--- src/rtl/tgc_pkg.sv ---
package tgc_pkg;

    parameter int unsigned TGC_NCOL   = 4;
    parameter int unsigned TGC_COL_W  = 64;

    localparam int unsigned TGC_NPOS   = TGC_NCOL * TGC_COL_W;
    localparam int unsigned TGC_IDX_W  = $clog2(TGC_COL_W);
    localparam int unsigned TGC_SEL_W  = $clog2(TGC_NCOL);
    localparam int unsigned TGC_CODE_W = TGC_IDX_W + TGC_SEL_W;

    typedef logic [TGC_IDX_W-1:0]  fine_t;
    typedef logic [TGC_SEL_W-1:0]  sel_t;
    typedef logic [TGC_CODE_W-1:0] code_t;

    // One column latch: transition seen, and its position inside the column
    typedef struct packed {
        logic  hit;
        fine_t idx;
    } col_res_t;

    typedef struct packed {
        logic  ovr;
        code_t code;
    } sample_t;

    function automatic logic maj3(input logic a, input logic b, input logic c);
        return (a & b) | (a & c) | (b & c);
    endfunction

    function automatic code_t bin_to_gray(input code_t b);
        return b ^ (b >> 1);
    endfunction

endpackage

--- src/rtl/tgc_bubble_filter.sv ---
module tgc_bubble_filter
    import tgc_pkg::*;
#(
    parameter int unsigned N = TGC_NPOS
) (
    input  logic [N-1:0] raw,
    output logic [N-1:0] clean
);

    // Virtual 1 below the lowest comparator, virtual 0 above the highest
    logic [N+1:0] ext;
    assign ext = {1'b0, raw, 1'b1};

    for (genvar i = 0; i < N; i++) begin : g_bit
        assign clean[i] = maj3(ext[i], ext[i+1], ext[i+2]);
    end

endmodule

--- src/rtl/tgc_column_dec.sv ---
module tgc_column_dec
    import tgc_pkg::*;
#(
    parameter int unsigned COL_W = TGC_COL_W
) (
    input  logic [COL_W-1:0] seg,
    input  logic             below,
    output col_res_t         res
);

    logic [COL_W:0]   ext;
    logic [COL_W-1:0] edge_v;

    assign ext = {seg, below};

    // Level j inside the column: position j-1 set, position j clear
    for (genvar j = 0; j < COL_W; j++) begin : g_edge
        assign edge_v[j] = ext[j] & ~ext[j+1];
    end

    // Highest transition wins
    always_comb begin
        res = '0;
        for (int j = 0; j < COL_W; j++) begin
            if (edge_v[j]) begin
                res.hit = 1'b1;
                res.idx = fine_t'(j);
            end
        end
    end

endmodule

--- src/rtl/tgc_msb_enc.sv ---
module tgc_msb_enc
    import tgc_pkg::*;
#(
    parameter int unsigned NCOL = TGC_NCOL
) (
    input  col_res_t [NCOL-1:0] cols,
    input  logic                ovr,
    output code_t               level
);

    always_comb begin
        level = '0;
        for (int c = 0; c < NCOL; c++) begin
            if (cols[c].hit) begin
                level = {sel_t'(c), cols[c].idx};
            end
        end
        if (ovr) begin
            level = '1;
        end
    end

endmodule

--- src/rtl/thermo_gray_enc.sv ---
module thermo_gray_enc
    import tgc_pkg::*;
(
    input  logic                  clk,
    input  logic                  rst,
    input  logic [TGC_NPOS-1:0]   therm_in,
    output logic [TGC_CODE_W-1:0] gray_out,
    output logic                  ovr_out
);

    localparam int unsigned NCOL  = TGC_NCOL;
    localparam int unsigned COL_W = TGC_COL_W;
    localparam int unsigned NPOS  = TGC_NPOS;

    logic [NPOS-1:0]       therm_q;
    logic [NPOS-1:0]       clean;
    col_res_t [NCOL-1:0]   col_d;
    col_res_t [NCOL-1:0]   col_q;
    logic                  ovr_q;
    code_t                 level;

    // Stage 1: capture on the rising edge
    always_ff @(posedge clk) begin
        if (rst) therm_q <= '0;
        else     therm_q <= therm_in;
    end

    tgc_bubble_filter #(.N(NPOS)) u_filter (
        .raw   (therm_q),
        .clean (clean)
    );

    for (genvar c = 0; c < NCOL; c++) begin : g_col
        logic below_c;
        if (c == 0) begin : g_first
            assign below_c = 1'b1;
        end else begin : g_rest
            assign below_c = clean[c*COL_W-1];
        end
        tgc_column_dec #(.COL_W(COL_W)) u_col (
            .seg   (clean[c*COL_W +: COL_W]),
            .below (below_c),
            .res   (col_d[c])
        );
    end

    // Stage 2: column latches on the falling edge
    always_ff @(negedge clk) begin
        if (rst) begin
            col_q <= '0;
            ovr_q <= 1'b0;
        end else begin
            col_q <= col_d;
            ovr_q <= clean[NPOS-1];
        end
    end

    tgc_msb_enc #(.NCOL(NCOL)) u_msb (
        .cols  (col_q),
        .ovr   (ovr_q),
        .level (level)
    );

    // Stage 3: Gray output on the next rising edge
    always_ff @(posedge clk) begin
        if (rst) begin
            gray_out <= '0;
            ovr_out  <= 1'b0;
        end else begin
            gray_out <= bin_to_gray(level);
            ovr_out  <= ovr_q;
        end
    end

    // Latched column transition must sit on a real 1-to-0 step of the filtered vector
    logic [NPOS:0]     clean_ext;
    logic [NCOL-1:0]   edge_ok;
    assign clean_ext = {clean, 1'b1};

    always_comb begin
        for (int c = 0; c < NCOL; c++) begin
            edge_ok[c] = clean_ext[c*COL_W + int'(col_q[c].idx)]
                       & ~clean_ext[c*COL_W + int'(col_q[c].idx) + 1];
        end
    end

    for (genvar c = 0; c < NCOL; c++) begin : g_chk
        AST_COL_EDGE: assert property (@(posedge clk) disable iff (rst)
            col_q[c].hit |-> edge_ok[c]);
    end

    AST_RESET_CLEAR: assert property (@(posedge clk) disable iff (rst)
        $past(rst) |-> (gray_out == '0 && !ovr_out));

    AST_OVR_FULL_CODE: assert property (@(posedge clk) disable iff (rst)
        ovr_out |-> (gray_out == bin_to_gray('1)));

    AST_ALL_ONES_LAT: assert property (@(posedge clk) disable iff (rst)
        (!$past(rst) && !$past(rst, 2) && (&$past(therm_in, 2))) |-> ovr_out);

    AST_ALL_ZERO_LAT: assert property (@(posedge clk) disable iff (rst)
        (!$past(rst) && !$past(rst, 2) && ($past(therm_in, 2) == '0))
        |-> (gray_out == '0 && !ovr_out));

endmodule

--- config.mk ---
export PLATFORM = sky130hd
export DESIGN_NAME = thermo_gray_enc
export DESIGN_NICKNAME = d
export VERILOG_FILES = /design/src/rtl/tgc_pkg.sv /design/src/rtl/tgc_bubble_filter.sv /design/src/rtl/tgc_column_dec.sv /design/src/rtl/tgc_msb_enc.sv /design/src/rtl/thermo_gray_enc.sv
export SDC_FILE = /design/constraint.sdc
export NUM_CORES = 1
export LEC_CHECK = 0
export BUFFER_PORTS_ARGS = -buffer_cell sky130_fd_sc_hd__clkbuf_2
export CORE_UTILIZATION = 53
export DETAILED_ROUTE_END_ITERATION = 8
export PLACE_DENSITY = 0.78
export RECOVER_POWER = 100
export SYNTH_ARGS = -nofsm -noshare
export SYNTH_HDL_FRONTEND = slang
export SYNTH_SLANG_ARGS = --single-unit
--- constraint.sdc ---
create_clock -name clk -period 2.01 [get_ports clk]
set_input_delay 0.3015 -clock clk [delete_from_list [all_inputs] [get_ports clk]]
set_output_delay 0.3015 -clock clk [all_outputs]
set_load 0.05 [all_outputs]
==> results of run 1 <==
timing repair:
item | in CTS
endpoints found under the setup margin | 35
pin swaps | 103
gates resized for setup | 285
buffers inserted | 31
hold buffers | 192
endpoints found under the hold margin | 192
gates cloned | 0
cells in the mapped netlist, types with 19 or more instances:
cell type	number	area, µm²
nor4bb_1	53	530.5
xor2_1	46	402.9
nor3b_1	60	450.4
dfxtp_1	294	5886
nor2_1	122	457.9
o21ai_0	50	250.2
nor2b_1	304	1902
nand2_1	67	251.5
nor3_1	47	235.2
nand2b_1	96	600.6
nand3_1	32	160.2
a21oi_1	111	555.5
inv_1	77	289.0
o32ai_1	26	227.7
a31oi_1	19	118.9
buf_2	29	145.1
a211oi_1	33	247.7
xnor2_1	152	1331
a22oi_1	20	150.1
clkbuf_1	109	409.1
o22ai_1	59	369.1
cells by family after synthesis:
kind of cell,after synthesis,share of synthesized area [%]
multiplexers,1,0.06298
AND/OR/NAND/NOR,914,31.60
buffers and inverters,232,5.409
XOR/XNOR,198,9.699
AO/OA/AOI/OAI,515,20.31
flip-flops,294,32.92
per-layer routing:
metal	overflow	track usage, %
met1	0	59.22
met2	34	86.85
met3	2	46.82
met4	20	63.05
met5	0	7.852
through the flow:
step / hold slack [ns] / utilization [%] / cells
floorplan: 0.4283 / - / 2154
global placement: 0.5073 / 72.84 / 3258
detailed placement: 0.5134 / 72.84 / 3258
CTS: 0.0004145 / 86.83 / 3570
==> results.cfg, run 1 <==
[status]
status = aborted with a tool error
haltStage = 5_1_grt
tool.error = [ERROR GRT-0232] Routing congestion too high. Check the congestion heatmap in the GUI.

[synth]
synthCells = 2154
syn_nets = 2412
synth_edf_count = 0
synthArstFlopShare_pct = 0
synth_cell_types = 90
yosysWarnings = 0
synth_seq_cells = 294
yosysSeqAreaShare_pct = 32.92
syn_area_um2 = 17880
synth_ff_type = dfxtp_1
syn_avg_cell_area_um2 = 8.301

[place]
dp.final_hpwl_um = 39880
numPortBuffers = 266
placed_cell_area_um2 = 23940
finalWeightedCongestion = 0.9057
post-place-ws_ns = -1.113

[cts]
cts_made_buffers = 34
cts_root_buf = clkbuf_16
clock_path_buffers = 3
cts.sinks = 294
htreeDepth = 2

[global_routing]
grt_max_degree = 72
overflow = 56
grt_util_all_layers_pct = 63.35

[sta]
worst_endpoint_kind = sequential cell input
crit_endpoint = col_q[8]$_SDFF_NP0_/D

[floorplanning]
io_pins = 267
initial_core_util_pct = 54.40
fp.dieH_um = 185.7
fp.dieW_um = 185.7
row_count = 66
==> run 2, diff against run 1 <==
--- a/config.mk
+++ b/config.mk
@@ -6,9 +6,9 @@
 export NUM_CORES = 1
 export LEC_CHECK = 0
 export BUFFER_PORTS_ARGS = -buffer_cell sky130_fd_sc_hd__clkbuf_2
-export CORE_UTILIZATION = 53
+export CORE_UTILIZATION = 40
 export DETAILED_ROUTE_END_ITERATION = 8
-export PLACE_DENSITY = 0.78
+export PLACE_DENSITY_LB_ADDON = 0.15
 export RECOVER_POWER = 100
 export SYNTH_ARGS = -nofsm -noshare
 export SYNTH_HDL_FRONTEND = slang
==> constraint.sdc (replaced) <==
create_clock -name clk -period 2.6 [get_ports clk]
set_input_delay 0.39 -clock clk [delete_from_list [all_inputs] [get_ports clk]]
set_output_delay 0.39 -clock clk [all_outputs]
set_load 0.05 [all_outputs]
==> results.cfg, run 2 <==
[status]
status = finished, violations left
violations = setup timing

[place]
placed_cells = 3404
finalWeightedCongestion = 0.8959
post-place-ws_ns = -0.8499
dp.final_hpwl_um = 39870
placed_cell_area_um2 = 24080
numPortBuffers = 266

[finish]
design_area_um2 = 27750
largestRegisters = therm_q (256), col_q (28), gray_out (8)
n_fill_cell = 3783
utilization_pct = 62.88
largest_register = therm_q
final_common_cell = buf_4
nets = 3191
drive_gt1_share_pct = 47.45
final_cell_mix = 561 x buf_4, 289 x nor2b_1, 261 x clkbuf_2
syn2layout_area_growth_pct = 55.19
largest_register_ffs = 256
fin_cells = 3552

[power]
ir_worst_vdd_mv = 0.5787
power_per_cell_area_nw_per_um2 = 514.1
p_leak_nw = 11.75
power_mw = 14.26

[worst_hold_path]
hp-class = in2reg

[synth]
yosysSeqAreaShare_pct = 32.92
synthSimpleGateAreaFrac_pct = 31.60
synth_top_area_share_pct = 32.92
synth_seq_cells = 294
yosysWarnings = 0
muxShareOfSynthArea_pct = 0.06298
synthTopCellsByArea = dfxtp_1 33%, nor2b_1 11%, xnor2_1 7.4%
synthArstFlopShare_pct = 0
synth_cell_types = 90
synth_ff_type = dfxtp_1
synth_edf_count = 0
syn_avg_cell_area_um2 = 8.301
yosys-top-cells-count = 304 x nor2b_1, 294 x dfxtp_1, 152 x xnor2_1
synthAdderAreaFrac_pct = 0
syn_area_um2 = 17880
synth_xor_area_share_pct = 9.699
synthCells = 2154
syn_nets = 2412
yosys.area.top_type = dfxtp_1
synth_compound_area_share_pct = 20.31
synth.most_common_cell = nor2b_1
synth_top_family_by_area = simple AND/OR/NAND/NOR gates

[cts]
cts_made_buffers = 35
cts_root_buf = clkbuf_16
cts.sinks = 294
clock_path_buffers = 3
insertion_delay_ns = 0.61
tritoncts = yes
htreeDepth = 2
clkSlewWorstSetupHoldPaths_ns = 0.06

[floorplanning]
fp.dieH_um = 213.4
dieArea_um2 = 45550
fp.dieW_um = 213.4
initial_core_util_pct = 40.52
row_count = 77
core_um2 = 44120
io_pins = 267

[setup_path]
cp-start-kind = register
worst_setup_path_end_kind = register
crit_arrival_ns = 2.51
required_ns = 1.83
path_max_fanout = 5
path_class = reg2reg

[run]
drv_cap = 0

[global_routing]
grt_pass1_wl_um = 82990
grt_pass1_vias = 17948
overflow = 0
antenna_found_initial = 2
grt_max_degree = 77
grt_util_all_layers_pct = 22.18

[detailed_routing]
drc = 0
drtIter0Drc = 620
via_count = 18164
wl_um = 52190
wire_per_inst_um = 14.69
first_pass_iters = 5
antenna_left = 0
via_per_inst = 5.114

[sta]
setup_viol = 35
skew_ns = 0.06552
slew_viol_final = 0
fin_hold_ws_ns = 0.04087
rsz0062_at_grt = yes
tightest_slew_ns = 1.333
setup_ws_ns = -0.6743
setup-tns-final_ns = -15.72
hold_violations = 0
relSlewSlack_pct = 11.15
run 2: cell counts after synthesis:
No cell type changed its count.
run 2: logic make-up (layout without fill, tap and decap cells):
logic type / after synthesis / in the layout
mux: 1 / 1
simple gates: 914 / 914
xor+xnor: 198 / 198
flops: 294 / 294
buf+inv: 232 / 1037
other cells: 0 / 1
compound gates: 515 / 515
run 2: cell type report:
cell class              count  area (µm²)  share of cell area [%]
multi-input cells        1628       13270                   47.82
flip-flops and latches    294        6190                   22.31
repair buffers            868        5963                   21.49
clock buffers              40       928.4                   3.346
well taps                 592       740.7                   2.669
clock inverters            52       361.6                   1.303
inverters                  77       291.5                   1.051
diodes                      1       2.502                0.009018
run 2: layer usage:
layer  vias up  share of wire, %  global-route usage (%)
li1       9272                 -                       -
met1      8493                44                   26.67
met2       294                50                   39.51
met3       105               3.9                   4.174
met4         0               2.9                   7.217
met5         -                 0                       0
run 2: path summary, 6_finish.rpt:
path | startpoint | end | slack [ns] | cells past startpoint
max | therm_q[25] | col_q[1] | -0.67 | 7
min reg2reg | therm_q[255] | ovr_q | 1.89 | 3
max reg2reg | therm_q[25] | col_q[1] | -0.67 | 7
min | therm_in[153] | therm_q[153] | 0.04 | 2
run 2: power by group:
group          internal [mW]  switching, mW  total (mW)
Sequential              4.82          0.415        5.24
Clock                   3.06           2.14        5.20
Combinational           2.13           1.70        3.83
run 2: worst max-delay path, stage by stage (launching register included):
cell and delay (ns):
dfxtp_4 0.36, xnor2_2 0.15, nor2_1 0.07, a211o_1 0.37
or4_4 0.52, a21o_1 0.16, o211a_1 0.20, o21ai_1 0.11
run 2: what timing repair did:
| action | CTS | global route |
|---|---|---|
| endpoints found under the setup margin | 34 | 34 |
| hold buffers | 0 | 0 |
| gates resized for setup | 310 | 173 |
| pin swaps | 104 | 100 |
| buffers inserted | 31 | 28 |
Note: power is estimated with default switching activity, not from simulation.
==> run 3, diff against run 2 <==
--- a/config.mk
+++ b/config.mk
@@ -5,6 +5,7 @@
 export SDC_FILE = /design/constraint.sdc
 export NUM_CORES = 1
 export LEC_CHECK = 0
+export ABC_AREA = 1
 export BUFFER_PORTS_ARGS = -buffer_cell sky130_fd_sc_hd__clkbuf_2
 export CORE_UTILIZATION = 40
 export DETAILED_ROUTE_END_ITERATION = 8
==> results.cfg, run 3 <==
[setup_path]
path_class = reg2reg
path_max_fanout = 5
crit_path_max_incr_delay_ns = 0.34
required_ns = 1.79
cpLargestDelayFamily = simple AND/OR/NAND/NOR gates
cp-start-kind = register
crit_arrival_ns = 2.90
path_common_cell = nand2_1
rr_startpoint = therm_q[129]
ff2ff_path_depth = 31
r2r_slack_ns = -1.11
cpMaxStageDelayCell = dfxtp_2
rr_endpoint = col_q[14]
worst_setup_path_end_kind = register
crit_buf_inv = 0

[synth]
synth_top_area_share_pct = 36.79
yosysWarnings = 0
synth_ff_type = dfxtp_1
synthCells = 2718
yosysSeqAreaShare_pct = 36.79
synth.most_common_cell = nand2_1
yosys.area.top_type = dfxtp_1
syn_avg_cell_area_um2 = 5.886
yosys-top-cells-count = 712 x nand2_1, 625 x inv_1, 539 x nor2_1
synth_seq_cells = 294
synth_edf_count = 0
synthTopCellsByArea = dfxtp_1 37%, nand2_1 17%, inv_1 15%
synthArstFlopShare_pct = 0
syn_nets = 2976
synth_cell_types = 37
syn_area_um2 = 16000

[cts]
insertion_delay_ns = 0.60
tritoncts = yes
htreeDepth = 2
clock_path_buffers = 3
cts.sinks = 294
clkSlewWorstSetupHoldPaths_ns = 0.06
cts_made_buffers = 35
cts_root_buf = clkbuf_16

[power]
power.sequential.fraction_pct = 37.6
ir_worst_vdd_mv = 0.3456
power_per_cell_area_nw_per_um2 = 580.7
switching_share_pct = 29.16
power.share.clock_pct = 39.9
p_comb_share_pct = 22.5
p_leak_nw = 13.43
switchingPower_mw = 3.924
intPower_mw = 9.531

[global_routing]
antenna_found_initial = 0
grt_max_degree = 69
grt_util_all_layers_pct = 20.12
grt_pass1_vias = 16130
grt_pass1_wl_um = 68950
overflow = 0

[finish]
final_cell_mix = 655 x nand2_1, 639 x inv_1, 479 x nor2_1
drive_gt1_share_pct = 29.45
syn2layout_area_growth_pct = 44.85
multi_input_area_um2 = 8439
num_antenna_cells = 0
n_fill_cell = 3902
regArea_um2 = 6045
largestRegisters = therm_q (256), col_q (28), gray_out (8)
final_common_cell = nand2_1
largest_register_ffs = 256
largest_register = therm_q
nets = 3650

[sta]
tightest_slew_ns = 1.544
skew_ns = 0.07174
setup_ws_ns = -1.114
setup-tns-final_ns = -18.43
slew_viol_final = 39
rsz0062_at_grt = yes
setup_viol = 33
relSlewSlack_pct = -2.955
hold_violations = 0

[run]
drv_cap = 1

[floorplanning]
initial_core_util_pct = 41.01
io_pins = 267
core_um2 = 39010
fp.dieH_um = 202.0
row_count = 72
fp.dieW_um = 202.0
dieArea_um2 = 40800

[status]
violations = capacitance limit, slew limit, setup timing
status = finished, violations left

[worst_hold_path]
min_from = therm_in[153]
hp-class = in2reg
hold_end = therm_q[153]
min_path_cells = 3

[place]
dp.final_hpwl_um = 31780
post-place-ws_ns = -1.213
numPortBuffers = 266
finalWeightedCongestion = 0.8499

[detailed_routing]
antenna_left = 0
drtIter0Drc = 570
wl_um = 41360
wire_per_inst_um = 10.51
first_pass_iters = 5
drc = 0
via_count = 17277
via_per_inst = 4.388
## run 3: changes by cell type after synthesis, moves of 58 or more
| cell | previous run | this run |
|---|---|---|
| clkbuf_1 | 109 | 31 |
| inv_1 | 77 | 625 |
| nand2_1 | 67 | 712 |
| nand2b_1 | 96 | 0 |
| nor2_1 | 122 | 539 |
| nor2b_1 | 304 | 0 |
| nor3b_1 | 60 | 0 |
| o22ai_1 | 59 | 1 |
| xnor2_1 | 152 | 0 |
## run 3: what timing repair did
action | 4_1_cts | 5_1_grt
setup endpoints to repair | 33 | 34
endpoints found under the hold margin | 27 | 0
setup buffers | 16 | 24
pin swaps | 78 | 131
hold buffers | 27 | 0
gates resized for setup | 167 | 186
gates cloned | 0 | 0
## run 3: how the worst max path moves through the flow
stage | depth (start not counted) | to | slack, ns | from
after floorplan | 33 | col_q[1] | -0.88 | therm_q[10]
final | 31 | col_q[14] | -1.11 | therm_q[129]
after CTS | 31 | col_q[14] | -1.14 | therm_q[129]
after global routing | 33 | col_q[0] | -1.49 | therm_q[10]
after detailed placement | 33 | col_q[7] | -1.21 | therm_q[67]
after global placement | 33 | col_q[7] | -1.17 | therm_q[67]
## run 3: cell type report
class	instances	share of cell area [%]
Inverter	637	10.32
Tap cell	518	2.797
Clock inverter	49	1.636
Multi-Input combinational cell	1751	36.42
Timing Repair Buffer	644	18.60
Sequential cell	294	26.09
Clock buffer	44	4.141
## run 3: tightest hold or removal path, cell delays in order
cell and delay [ns]:
clkbuf_2 0.08, inv_1 0.04, nor2_1 0.03
## run 3: cell families (layout without fill, tap and decap cells)
group                    Yosys count  in the layout  share of synthesized area (%)
AO/OA/AOI/OAI                    310            310                          10.93
buffers and inverters            673           1374                          15.79
adder cells (fa/ha/maj)            1              1                        0.06257
AND/OR/NAND/NOR                 1440           1440                          36.42
flip-flops                       294            294                          36.79
## run 3: layer usage
layer	part of all wire, %	track usage [%]
met5	0	0
met4	2.9	7.116
met3	3.9	3.322
met2	47	34.83
met1	46	25.08
## run 3: power groups by stage
stage / clock network (mW) / registers (mW) / logic, mW
6_report: 5.37 / 5.06 / 3.02
5_1_grt: 5.73 / 5.10 / 3.45
4_1_cts: 5.53 / 5.05 / 2.90
3_5_place_dp: 0.0705 / 5.12 / 2.70
3_3_place_gp: 0.0705 / 5.12 / 2.67
2_1_floorplan: 0.0705 / 5.11 / 1.57
## run 3: metrics by stage
step	cells	power, mW	hold WS (ns)	util, %	instance area [µm²]
global placement	3792	7.862	0.5825	52.42	20450
finish	3937	13.46	0.02162	59.40	23170
CTS	3923	13.47	0.00009720	57.91	22590
global route	3937	14.28	0.01147	59.40	23170
floorplan	2718	6.758	0.4896	-	16150
detailed placement	3792	7.889	0.5824	52.42	20450
==> run 4, diff against run 3 <==
--- a/config.mk
+++ b/config.mk
@@ -7,6 +7,7 @@
 export LEC_CHECK = 0
 export ABC_AREA = 1
 export BUFFER_PORTS_ARGS = -buffer_cell sky130_fd_sc_hd__clkbuf_2
+export CORE_MARGIN = 8
 export CORE_UTILIZATION = 40
 export DETAILED_ROUTE_END_ITERATION = 8
 export PLACE_DENSITY_LB_ADDON = 0.15
==> results.cfg, run 4 (same netlist as run 3, synthesis figures left out) <==
[global_routing]
overflow = 0
grt_pass1_wl_um = 72450
grt_busiest_layer = met2
grt_util_all_layers_pct = 18.03
antenna_found_initial = 0
met2_usage_pct = 31.65
met3_usage_pct = 3.399
grt_pass1_vias = 16640
use_met1_pct = 22.01
grt_max_degree = 95

[floorplanning]
fp.dieW_um = 216.0
core_um2 = 39640
fp.dieH_um = 216.0
io_pins = 267
row_count = 73
initial_core_util_pct = 40.36
dieArea_um2 = 46650

[place]
placed_cells = 3800
dp.final_hpwl_um = 33960
finalWeightedCongestion = 0.8481
numPortBuffers = 266

[detailed_routing]
drc = 0
via_per_inst = 4.422
drtIter0Drc = 548
first_pass_iters = 5
wire_per_inst_um = 11.17
via_count = 17353
antenna_left = 0
wl_um = 43820

[power]
power_per_cell_area_nw_per_um2 = 569.7
ir_worst_vdd_mv = 0.4794
p_leak_nw = 13.39

[sta]
skew_ns = 0.06946
rsz0062_at_grt = yes
slew_viol_final = 95
tightest_slew_ns = 1.703
hold_violations = 0
setup_viol = 33
setup_ws_ns = -1.140
relSlewSlack_pct = -13.51
setup-tns-final_ns = -17.61
fin_hold_ws_ns = 0.03410

[worst_hold_path]
hp-class = in2reg

[setup_path]
worst_setup_path_end_kind = register
cp-start-kind = register
crit_arrival_ns = 2.91
required_ns = 1.77
path_class = reg2reg
crit_path_max_incr_delay_ns = 0.34
path_max_fanout = 5
path_common_cell = nand2_1
cpMaxStageDelayCell = dfxtp_2

[finish]
num_antenna_cells = 0
largest_register = therm_q
syn2layout_area_growth_pct = 47.21
fin_cells = 3924
drive_gt1_share_pct = 34.33
final_cell_mix = 628 x inv_1, 620 x nand2_1, 451 x nor2_1
multi_input_area_um2 = 8965
n_fill_cell = 3950
largest_register_ffs = 256
largestRegisters = therm_q (256), col_q (28), gray_out (8)
regArea_um2 = 6098
utilization_pct = 59.41
final_common_cell = inv_1
nets = 3631

[cts]
tritoncts = yes
clkSlewWorstSetupHoldPaths_ns = 0.06
clock_path_buffers = 3
insertion_delay_ns = 0.59
cts_made_buffers = 35
htreeDepth = 2
cts.sinks = 294
cts_root_buf = clkbuf_16

[run]
drv_cap = 1

[status]
status = finished, violations left
violations = capacitance limit, slew limit, setup timing
## run 4: cell count changes in the layout (fill, tap and decap cells not counted), sizes merged
cell	change
clkinvlp	+7
clkinv	-2
inv	-4
buf	+4
dlygate4sd3	-25
clkbuf	+3
bufinv	-3
## run 4: final cells by class
class | count | share of cell area (%)
inverter | 637 | 10.15
multi-input combinational | 1751 | 38.07
tap | 525 | 2.789
clock buffer | 45 | 4.187
timing repair buffer | 625 | 17.62
sequential | 294 | 25.90
clock inverter | 47 | 1.291
## run 4: stage by stage
step / cell area [µm²] / power (mW) / setup WS [ns]
after floorplan: 16150 / 6.758 / -0.8813
after global placement: 20460 / 7.875 / -1.230
after detailed placement: 20460 / 7.903 / -1.219
after CTS: 22480 / 13.27 / -1.177
after global routing: 23550 / 14.28 / -1.533
final: 23550 / 13.42 / -1.140
## run 4: worst paths after layout
| check | start | to | slack, ns | cells after the start |
|---|---|---|---|---|
| min | therm_in[135] | therm_q[135] | 0.03 | 3 |
| max | therm_q[129] | col_q[14] | -1.14 | 31 |
| max reg2reg | therm_q[129] | col_q[14] | -1.14 | 31 |
| min reg2reg | ovr_q | ovr_out | 1.91 | 2 |
## run 4: worst max-delay path: cells and delay by family (launching register included)
kind,cells,cell delay (ns)
AND/OR/NAND/NOR,30,1.91
flip-flops,1,0.34
AO/OA/AOI/OAI,1,0.13
## run 4: repair_timing
| item | 4_1_cts | 5_1_grt |
|---|---|---|
| resized for setup | 210 | 348 |
| hold buffers | 2 | 0 |
| buffers inserted | 23 | 24 |
| pin swaps | 80 | 155 |
| setup endpoints to repair | 33 | 34 |
| hold endpoints to repair | 2 | 0 |
| cloned | 0 | 0 |
## run 4: routing by layer
layer  vias to the layer above  share of wire, %
li1                       9459                 -
met1                      7582                45
met2                       240                48
met3                        72               4.2
met4                         0               2.5
met5                         -                 0
## run 4: report_power, final
part	internal (mW)	switching, mW	leakage [nW]
Sequential	4.82	0.255	2.49
Combinational	1.50	1.70	10.2
Clock	3.09	2.05	0.712
